--- src/rtl/mesi_line_pkg.sv ---
package mesi_line_pkg;

   typedef enum logic [1:0] {
      LN_I = 2'b00,
      LN_S = 2'b01,
      LN_E = 2'b10,
      LN_M = 2'b11
   } line_st_t;

   typedef enum logic [1:0] {
      OP_RD   = 2'b00,
      OP_WR   = 2'b01,
      OP_RDLK = 2'b10,
      OP_RSV  = 2'b11
   } loc_op_t;

   typedef enum logic [1:0] {
      MSG_NONE   = 2'b00,
      MSG_READ   = 2'b01,
      MSG_READEX = 2'b10,
      MSG_INVAL  = 2'b11
   } bus_msg_t;

endpackage

--- src/rtl/mesi_state_array.sv ---
module mesi_state_array
   import mesi_line_pkg::*;
#(
   parameter int IDX_W = 2,
   parameter int TAG_W = 6
) (
   input  logic             clk,
   input  logic             rst_n,
   input  logic [IDX_W-1:0] a_idx,
   input  logic [IDX_W-1:0] b_idx,
   input  logic             we,
   input  logic [IDX_W-1:0] w_idx,
   input  line_st_t         w_st,
   input  logic [TAG_W-1:0] w_tag,
   output line_st_t         a_st,
   output logic [TAG_W-1:0] a_tag,
   output line_st_t         b_st,
   output logic [TAG_W-1:0] b_tag
);
   localparam int NLINES = 1 << IDX_W;

   line_st_t         st_r  [NLINES];
   logic [TAG_W-1:0] tag_r [NLINES];

   for (genvar g = 0; g < NLINES; g++) begin : g_line
      always_ff @(posedge clk or negedge rst_n) begin
         if (!rst_n) begin
            st_r[g]  <= LN_I;
            tag_r[g] <= '0;
         end else if (we && (w_idx == IDX_W'(g))) begin
            st_r[g]  <= w_st;
            tag_r[g] <= w_tag;
         end
      end
   end

   assign a_st  = st_r[a_idx];
   assign a_tag = tag_r[a_idx];
   assign b_st  = st_r[b_idx];
   assign b_tag = tag_r[b_idx];
endmodule

--- src/rtl/mesi_local_fsm.sv ---
module mesi_local_fsm
   import mesi_line_pkg::*;
#(
   parameter bit EXCL_FILL = 1'b1
) (
   input  loc_op_t  op,
   input  logic     hit,
   input  line_st_t cur,
   input  logic     sharer,
   output line_st_t nxt,
   output bus_msg_t msg
);
   line_st_t fill_st;

   if (EXCL_FILL) begin : g_excl
      assign fill_st = sharer ? LN_S : LN_E;
   end else begin : g_shared
      logic unused_sharer;
      assign unused_sharer = sharer;
      assign fill_st = LN_S;
   end

   always_comb begin
      nxt = cur;
      msg = MSG_NONE;
      case (op)
         OP_WR: begin
            nxt = LN_M;
            if (!hit)            msg = MSG_READEX;
            else if (cur == LN_S) msg = MSG_INVAL;
            else                 msg = MSG_NONE;
         end
         OP_RDLK: begin
            nxt = LN_M;
            msg = MSG_READEX;
         end
         default: begin
            if (hit) begin
               nxt = cur;
               msg = MSG_NONE;
            end else begin
               nxt = fill_st;
               msg = MSG_READ;
            end
         end
      endcase
   end
endmodule

--- src/rtl/mesi_snoop_fsm.sv ---
module mesi_snoop_fsm
   import mesi_line_pkg::*;
(
   input  bus_msg_t msg,
   input  logic     hit,
   input  line_st_t cur,
   output logic     upd,
   output line_st_t nxt,
   output logic     wb
);
   always_comb begin
      upd = hit && (msg != MSG_NONE);
      wb  = upd && (cur == LN_M);
      case (msg)
         MSG_READ: nxt = LN_S;
         MSG_READEX,
         MSG_INVAL: nxt = LN_I;
         default:  nxt = cur;
      endcase
   end
endmodule

--- src/rtl/mesi_lock_ctl.sv ---
module mesi_lock_ctl #(
   parameter int ADDR_W = 8
) (
   input  logic              clk,
   input  logic              rst_n,
   input  logic              set,
   input  logic              clr,
   input  logic [ADDR_W-1:0] set_addr,
   input  logic [ADDR_W-1:0] probe_addr,
   output logic              held,
   output logic [ADDR_W-1:0] lock_addr,
   output logic              probe_block
);
   always_ff @(posedge clk or negedge rst_n) begin
      if (!rst_n) begin
         held      <= 1'b0;
         lock_addr <= '0;
      end else if (clr) begin
         held <= 1'b0;
      end else if (set) begin
         held      <= 1'b1;
         lock_addr <= set_addr;
      end
   end

   assign probe_block = held && (probe_addr == lock_addr);
endmodule

--- src/rtl/mesi_line_ctl.sv ---
module mesi_line_ctl
   import mesi_line_pkg::*;
#(
   parameter int ADDR_W    = 8,
   parameter int INDEX_W   = 2,
   parameter bit EXCL_FILL = 1'b1
) (
   input  logic              clk,
   input  logic              rst_n,
   input  logic              loc_valid,
   input  logic [1:0]        loc_op,
   input  logic [ADDR_W-1:0] loc_addr,
   input  logic              loc_sharer,
   output logic              loc_ready,
   output logic              loc_done,
   output logic [1:0]        loc_state,
   output logic              bus_valid,
   output logic [1:0]        bus_msg,
   output logic [ADDR_W-1:0] bus_addr,
   output logic              evict_wb,
   output logic [ADDR_W-1:0] evict_addr,
   input  logic              snp_valid,
   input  logic [1:0]        snp_msg,
   input  logic [ADDR_W-1:0] snp_addr,
   output logic              snp_ready,
   output logic              snp_done,
   output logic              snp_wb,
   output logic              lock_held
);
   localparam int TAG_W = ADDR_W - INDEX_W;

   if (INDEX_W < 1 || INDEX_W >= ADDR_W) begin : g_bad_index
      $error("mesi_line_ctl: INDEX_W must lie in 1..ADDR_W-1");
   end
   if (INDEX_W > 10) begin : g_bad_depth
      $error("mesi_line_ctl: INDEX_W too large for a register array");
   end

   loc_op_t  lop;
   bus_msg_t smsg;
   assign lop  = loc_op_t'(loc_op);
   assign smsg = bus_msg_t'(snp_msg);

   logic [INDEX_W-1:0] loc_idx, snp_idx;
   logic [TAG_W-1:0]   loc_tag, snp_tag;
   assign loc_idx = loc_addr[INDEX_W-1:0];
   assign loc_tag = loc_addr[ADDR_W-1:INDEX_W];
   assign snp_idx = snp_addr[INDEX_W-1:0];
   assign snp_tag = snp_addr[ADDR_W-1:INDEX_W];

   // array
   line_st_t         loc_cur, snp_cur, w_st;
   logic [TAG_W-1:0] loc_old_tag, snp_old_tag, w_tag;
   logic [INDEX_W-1:0] w_idx;
   logic             arr_we;

   mesi_state_array #(.IDX_W(INDEX_W), .TAG_W(TAG_W)) i_array (
      .clk   (clk),
      .rst_n (rst_n),
      .a_idx (loc_idx),
      .b_idx (snp_idx),
      .we    (arr_we),
      .w_idx (w_idx),
      .w_st  (w_st),
      .w_tag (w_tag),
      .a_st  (loc_cur),
      .a_tag (loc_old_tag),
      .b_st  (snp_cur),
      .b_tag (snp_old_tag)
   );

   logic loc_hit, snp_hit;
   assign loc_hit = (loc_cur != LN_I) && (loc_old_tag == loc_tag);
   assign snp_hit = (snp_cur != LN_I) && (snp_old_tag == snp_tag);

   // lock
   logic              lk_held, lk_block;
   logic [ADDR_W-1:0] lock_addr_q;
   logic              loc_fire, snp_fire;

   mesi_lock_ctl #(.ADDR_W(ADDR_W)) i_lock (
      .clk         (clk),
      .rst_n       (rst_n),
      .set         (loc_fire && (lop == OP_RDLK)),
      .clr         (loc_fire && (lop == OP_WR)),
      .set_addr    (loc_addr),
      .probe_addr  (snp_addr),
      .held        (lk_held),
      .lock_addr   (lock_addr_q),
      .probe_block (lk_block)
   );

   assign snp_ready = !lk_block;
   assign snp_fire  = snp_valid && snp_ready;
   assign loc_ready = !snp_fire && !((lop == OP_RDLK) && lk_held);
   assign loc_fire  = loc_valid && loc_ready;

   // transition logic
   line_st_t loc_nxt, snp_nxt;
   bus_msg_t loc_msg;
   logic     snp_upd, snp_wb_c;

   mesi_local_fsm #(.EXCL_FILL(EXCL_FILL)) i_local (
      .op     (lop),
      .hit    (loc_hit),
      .cur    (loc_cur),
      .sharer (loc_sharer),
      .nxt    (loc_nxt),
      .msg    (loc_msg)
   );

   mesi_snoop_fsm i_snoop (
      .msg (smsg),
      .hit (snp_hit),
      .cur (snp_cur),
      .upd (snp_upd),
      .nxt (snp_nxt),
      .wb  (snp_wb_c)
   );

   // single write port: a fired snoop excludes a local access
   always_comb begin
      if (snp_fire) begin
         arr_we = snp_upd;
         w_idx  = snp_idx;
         w_st   = snp_nxt;
         w_tag  = snp_old_tag;
      end else begin
         arr_we = loc_fire;
         w_idx  = loc_idx;
         w_st   = loc_nxt;
         w_tag  = loc_tag;
      end
   end

   logic evict_c;
   assign evict_c = loc_fire && !loc_hit && (loc_cur == LN_M);

   // registered results
   always_ff @(posedge clk or negedge rst_n) begin
      if (!rst_n) begin
         loc_done   <= 1'b0;
         loc_state  <= LN_I;
         bus_valid  <= 1'b0;
         bus_msg    <= MSG_NONE;
         bus_addr   <= '0;
         evict_wb   <= 1'b0;
         evict_addr <= '0;
         snp_done   <= 1'b0;
         snp_wb     <= 1'b0;
      end else begin
         loc_done  <= loc_fire;
         bus_valid <= loc_fire && (loc_msg != MSG_NONE);
         bus_msg   <= loc_fire ? loc_msg : MSG_NONE;
         evict_wb  <= evict_c;
         snp_done  <= snp_fire;
         snp_wb    <= snp_fire && snp_wb_c;
         if (loc_fire) begin
            loc_state <= loc_nxt;
            bus_addr  <= loc_addr;
         end
         if (evict_c) evict_addr <= {loc_old_tag, loc_idx};
      end
   end

   assign lock_held = lk_held;
endmodule

--- config.mk ---
export PLATFORM = sky130hd
export DESIGN_NAME = mesi_line_ctl
export DESIGN_NICKNAME = d
export VERILOG_FILES = /design/src/rtl/mesi_line_pkg.sv /design/src/rtl/mesi_state_array.sv /design/src/rtl/mesi_local_fsm.sv /design/src/rtl/mesi_snoop_fsm.sv /design/src/rtl/mesi_lock_ctl.sv /design/src/rtl/mesi_line_ctl.sv
export SDC_FILE = /design/constraint.sdc
export NUM_CORES = 1
export LEC_CHECK = 0
export BUFFER_PORTS_ARGS = -buffer_cell sky130_fd_sc_hd__buf_4
export CORE_ASPECT_RATIO = 1.2
export CORE_MARGIN = 2
export CORE_UTILIZATION = 61
export CTS_CLUSTER_DIAMETER = 150
export DETAILED_ROUTE_END_ITERATION = 10
export GPL_ROUTABILITY_DRIVEN = 1
export PLACE_DENSITY = 0.92
export RECOVER_POWER = 25
export REMOVE_ABC_BUFFERS = 1
export SETUP_SLACK_MARGIN = 0.05
export SLEW_MARGIN = 30
export SYNTH_ARGS = -nofsm -noshare
export SYNTH_HDL_FRONTEND = slang
export SYNTH_SLANG_ARGS = --single-unit
--- constraint.sdc ---
create_clock -name clk -period 5.5 [get_ports clk]
set_input_delay 0.55 -clock clk [delete_from_list [all_inputs] [get_ports clk]]
set_output_delay 0.55 -clock clk [all_outputs]
set_load 0.05 [all_outputs]
Word-level counts from Yosys, hierarchy flattened. Cells that the tools add are included.

Register bits: 66. Input port bits: 25. Output and inout bits: 28. Logic and storage cells: 97.

Order comparisons: 2. Equality and inequality tests: 14. Multiplexer cells: 27. Bitwise gates (word level): 3. Reductions and logical operators: 32.

Operators by type and width (count): $mux W6 (5); $bmux W6 S2 (2); $mux W2 (12); $logic_and A1 B1 Y1 (19); $eq A2 B2 Y1 const B (7); $eq A6 B6 Y1 (2); $reduce_bool A2 Y1 (5); $bmux W2 S2 (2); $eq A2 B1 Y1 const B (4); $eq A8 B8 Y1 (1); $pmux W2 S2 (2); $ge A3 B3 Y1 const B (2); $not A2 Y3 (2); $logic_not A1 Y1 (4); $mux W1 (4); $reduce_or A2 Y1 (2); $logic_not A2 Y1 (1); $reduce_and A2 Y1 (1); $not A1 Y1 (1).

Depth between registers and ports, before layout.
Depth in word-level cells: 10. Depth in mapped cells: 10. Gate-level depth less buffers: 8.

By module. From an unflattened synthesis, not the netlist that was laid out.

Cells, all modules: 252. Area, all modules: 3413.3 sq um.

By module, submodules not included: mesi_state_array (instances 1, cells an instance 88, area each 1590.3 sq um, seq. area each 800.8 sq um); mesi_line_ctl (instances 1, cells an instance 111, area each 1216.2 sq um, seq. area each 625.6 sq um); mesi_lock_ctl (instances 1, cells an instance 33, area each 467.9 sq um, seq. area each 225.2 sq um); mesi_local_fsm (instances 1, cells an instance 16, area each 102.6 sq um, seq. area each 0.0 sq um); mesi_snoop_fsm (instances 1, cells an instance 4, area each 36.3 sq um, seq. area each 0.0 sq um).

Worst setup path after synthesis. Ideal clock, no wire load.

Kind: input to register. Start point: input port snp_addr[0]. End point: register i_array.st_r[4] (netlist bit). Library setup time: 0.125 ns. Arrival: 2.792 ns. Data required time: 5.375 ns. Path slack: 2.583 ns. Cell stages on the path: 9. Path buffers: 2. Cells stage by stage: buf_6 > mux4_1 > xnor2_1 > nand2_1 > or4_4 > o32ai_4 > and2_1 > buf_6 > mux2_4.

Longest elaborated chain between the ends: 9. Elaborated cells on any way between the ends: 24. Classes of those cells: eq/ne: 3; mux: 10; bitwise: 1; reduce/logical: 10.

Ends and longest elaborated chain: start: declaration (RTL line mesi_line_ctl.sv:24) `input logic [ADDR_W-1:0] snp_addr,`; $not A2 Y3 (implied by the code) / $eq A8 B8 Y1 (equally long branches) (RTL line mesi_state_array.sv:39, mesi_state_array.sv:40, mesi_lock_ctl.sv:26); $bmux W6 S2 (tied with other cells) (RTL line mesi_state_array.sv:40) `assign b_tag = tag_r[b_idx];`; $mux W6 (implied by the code) (tied with other cells) (2 in a row) (RTL line mesi_state_array.sv:40); $eq A6 B6 Y1 (tied with other cells) (RTL line mesi_line_ctl.sv:74) `assign snp_hit = (snp_cur != LN_I) && (snp_old_tag == snp_tag);`; $logic_and A1 B1 Y1, on equally long branches (RTL line mesi_line_ctl.sv:74, mesi_line_ctl.sv:95); $logic_and A1 B1 Y1, on equally long branches (RTL line mesi_snoop_fsm.sv:12, mesi_line_ctl.sv:96); $mux W1 (RTL line mesi_line_ctl.sv:123) `if (snp_fire) begin`; $logic_and A1 B1 Y1 (RTL line mesi_state_array.sv:30) `end else if (we && (w_idx == IDX_W'(g))) begin`; end signal: indexed assignment (RTL line mesi_state_array.sv:31) `st_r[g] <= w_st;`; end: declaration (RTL line mesi_state_array.sv:22) `line_st_t st_r [NLINES];`.

Several ways; a longest one is shown, not always the timed one. The select of a mux whose other input is x is not followed. A chain may end at the register's enable or synchronous reset.

==> qor.csv <==
stage;metric;value;unit
worst_setup_path;slowest library cell on the worst path;clkbuf_1;
clock_tree;post-cts sizing count;0;
layout;Layout area overhead;18.9;%
clock_tree;root buffer cell;clkbuf_8;
worst_setup_path;Worst Path Required;5.19;ns
clock_tree;setup bufs post-CTS;0;
power_and_ir_drop;Total Power;1.89;mW
logic_synthesis;synth warn;0;
global_routing;global-route wire length before repair;13000;um
routing;antenna viol nets, final;0;
routing;Avg Vias per Cell;6.09;
routing;drt wl/cell;20.2;um
logic_synthesis;Synth Flop Type;dfrtp_1;
power_and_ir_drop;Power per Cell Area;458;mW/mm2
sta;Fin Setup TNS;0;ns
clock_tree;Clk Latency, worst-skew pair;0.36;ns
routing;DRC;0;
clock_tree;TritonCTS clock tree;built;
clock_tree;Sink Count;66;
clock_tree;Reg clk slew, reported paths;0.08;ns
worst_setup_path;Arr. time, crit path;2.94;ns
logic_synthesis;asr flop ratio synth;100;%
layout;area occupied by multi-input gates;0.00173;mm2
worst_setup_path;critical path, cell by cell;clkbuf_1;
logic_synthesis;EDFF count, synth;0;
die;# rows;30;
routing;DR pass1 iterations;4;
global_routing;initial antenna violation count;0;
logic_synthesis;most common cell in the netlist;dfrtp_1;
global_routing;All-Layer GR Usage;28.2;%
die;die area;0.00633;mm2
logic_synthesis;post-synth top area share;47.4;%
die;Die H;86.8;um
sta;Peak Freq;0.308;GHz
sta;RSZ-0062 raised after global routing;false;
clock_tree;CTS H-Tree Depth;3;
clock_tree;# hold bufs at CTS;0;
layout;Nets;360;
worst_setup_path;kind of critical path;in -> async;
sta;actual slew at the worst max-slew pin;3.40;ns
logic_synthesis;synthesized instance count;282;
clock_tree;TritonCTS Buffers;9;
routing;Initial DRC Count;188;
die;# IOs;53;
logic_synthesis;post-synthesis instance area;0.00348;mm2
die;Core Region;0.00559;mm2
worst_setup_path;CP startpoint kind;input pin;
worst_setup_path;Buffers & Inverters on Critical Path;1;
layout;share of layout cells above drive strength 1;36.7;%
logic_synthesis;post-synthesis cell type count;42;
global_routing;total gr overflow;0;
logic_synthesis;Post-synth top cells;66 x dfrtp_1, 50 x nand2_1, 34 x mux2_2;
logic_synthesis;Synth Register Bits;66;
global_routing;number of global-route vias before repair;2582;
flow_run;max cap viols;1;
logic_synthesis;Seq/Total Area, Yosys;47.4;%
routing;final wirelength;8100;um
worst_setup_path;CP Capture Type;asynchronous set/reset pin;
layout;fillcell total;355;
worst_setup_path;maximum fanout along the worst path;66;
logic_synthesis;leading area contributor after synthesis;dfrtp_1;
die;starting density of the core;62.3;%
logic_synthesis;Avg Inst Size Synth;12.3;um2
outcome;status;finished, violations left;
worst_hold_path;worst hold path class;in -> reg;
logic_synthesis;Synth area leaders;dfrtp_1 47%, mux2_2 11%, mux4_1 6.0%;
power_and_ir_drop;maximum VDD drop;0.256;mV
global_routing;largest net degree at the start of global routing;67;
sta;final setup violation count;0;
sta;Period Utilization, post-route;59.1;%
placement;RD Place Congestion;0.876;
worst_setup_path;CP max stage delay;2.36;ns
sta;clock period minus worst slack;3.25;ns
sta;final hold vios;0;
sta;Max-slew headroom;-126;%
sta;fin. max-slew vios;67;
layout;register area;0.00165;mm2
placement;IO Port Bufs;52;
outcome;failing checks;capacitance limit, slew limit;
layout;number of diodes;0;
power_and_ir_drop;P_leak;1.95;nW
die;Die X-Extent;73.0;um
sta;clk_skew;0.0114;ns
routing;vias;2450;
worst_setup_path;cell family with most CP delay;buffers and inverters;
clock_tree;CTS Buffer Depth;2;
placement;dpl hpwl;5720;um
registers in the layout, indices dropped and copies added, names as in the netlist, 2 cells and up:
register	flops
bus_addr	8
bus_msg	2
evict_addr	8
i_array.st_r	8
i_array.tag_r	24
i_lock.lock_addr	8
loc_state	2
final cells by class:
class / instances / share of cell area, %
clock inverters: 7 / 3.02
well taps: 64 / 1.93
flip-flops and latches: 66 / 39.9
multi-input cells: 194 / 41.8
inverters: 9 / 0.816
clock buffers: 9 / 2.99
repair buffers: 53 / 9.52
power by group:
group	switching, mW	internal (mW)
clock	0.200	0.306
sequential	0.104	0.623
combinational	0.365	0.297
total	0.669	1.23
per-stage QoR:
step | setup slack (ns) | util [%] | area, um2 | instances | hold slack, ns
CTS | 2.34 | 74.1 | 4140 | 402 | 0.306
floorplan | 2.29 | - | 3410 | 269 | 0.254
detailed placement | 2.10 | 69.6 | 3890 | 386 | 0.468
global placement | 1.89 | 69.5 | 3890 | 386 | 0.459
finish | 2.25 | 74.0 | 4140 | 402 | 0.438
global route | 1.46 | 74.0 | 4140 | 402 | 0.449
routing by layer:
metal,track usage [%],share of wire (%)
met1,34.9,41
met2,46.9,52
met3,4.65,4.8
met4,15.3,2.7
met5,0,0
cell families after synthesis:
group,synth area share (%)
AND/OR/NAND/NOR,10.1
flip-flops,47.4
multiplexers,27.5
XOR/XNOR,5.53
adder cells (fa/ha/maj),0.719
buffers and inverters,3.09
AO/OA/AOI/OAI,5.61
worst paths after layout:
kind / startpoint / end / slack, ns / cells after the start
worst max-delay path: rst_n / bus_addr[5] / 2.25 / 1
worst min-delay path: loc_addr[6] / bus_addr[6] / 0.44 / 3
worst max register to register: i_lock.lock_addr[5] / i_array.tag_r[11] / 2.36 / 9
worst min register to register: bus_addr[1] / bus_addr[1] / 0.48 / 1
max in group clk: i_lock.lock_addr[5] / i_array.tag_r[11] / 2.36 / 9
min in group asynchronous: rst_n / i_array.tag_r[14] / 1.34 / 1
cells in the final DEF, fill, tap and decap left out, drive strengths merged, types with 2 or more instances in the layout:
cell type | netlist | routed
xor2 | 2 | 2
mux2i | 9 | 9
mux2 | 44 | 44
a41oi | 2 | 2
clkbuf | 6 | 10
mux4 | 14 | 14
a21oi | 6 | 6
or3 | 3 | 3
o21ai | 6 | 6
bufinv | 0 | 3
and2 | 2 | 2
dfrtp | 66 | 66
inv | 9 | 11
nand3 | 5 | 5
ha | 2 | 2
xnor2 | 20 | 20
buf | 7 | 52
a32o | 3 | 3
nand4 | 2 | 2
nor3 | 3 | 3
nand2 | 51 | 51
nor2 | 8 | 8
clkinv | 0 | 2
Note: power is estimated with default switching activity, not from simulation.
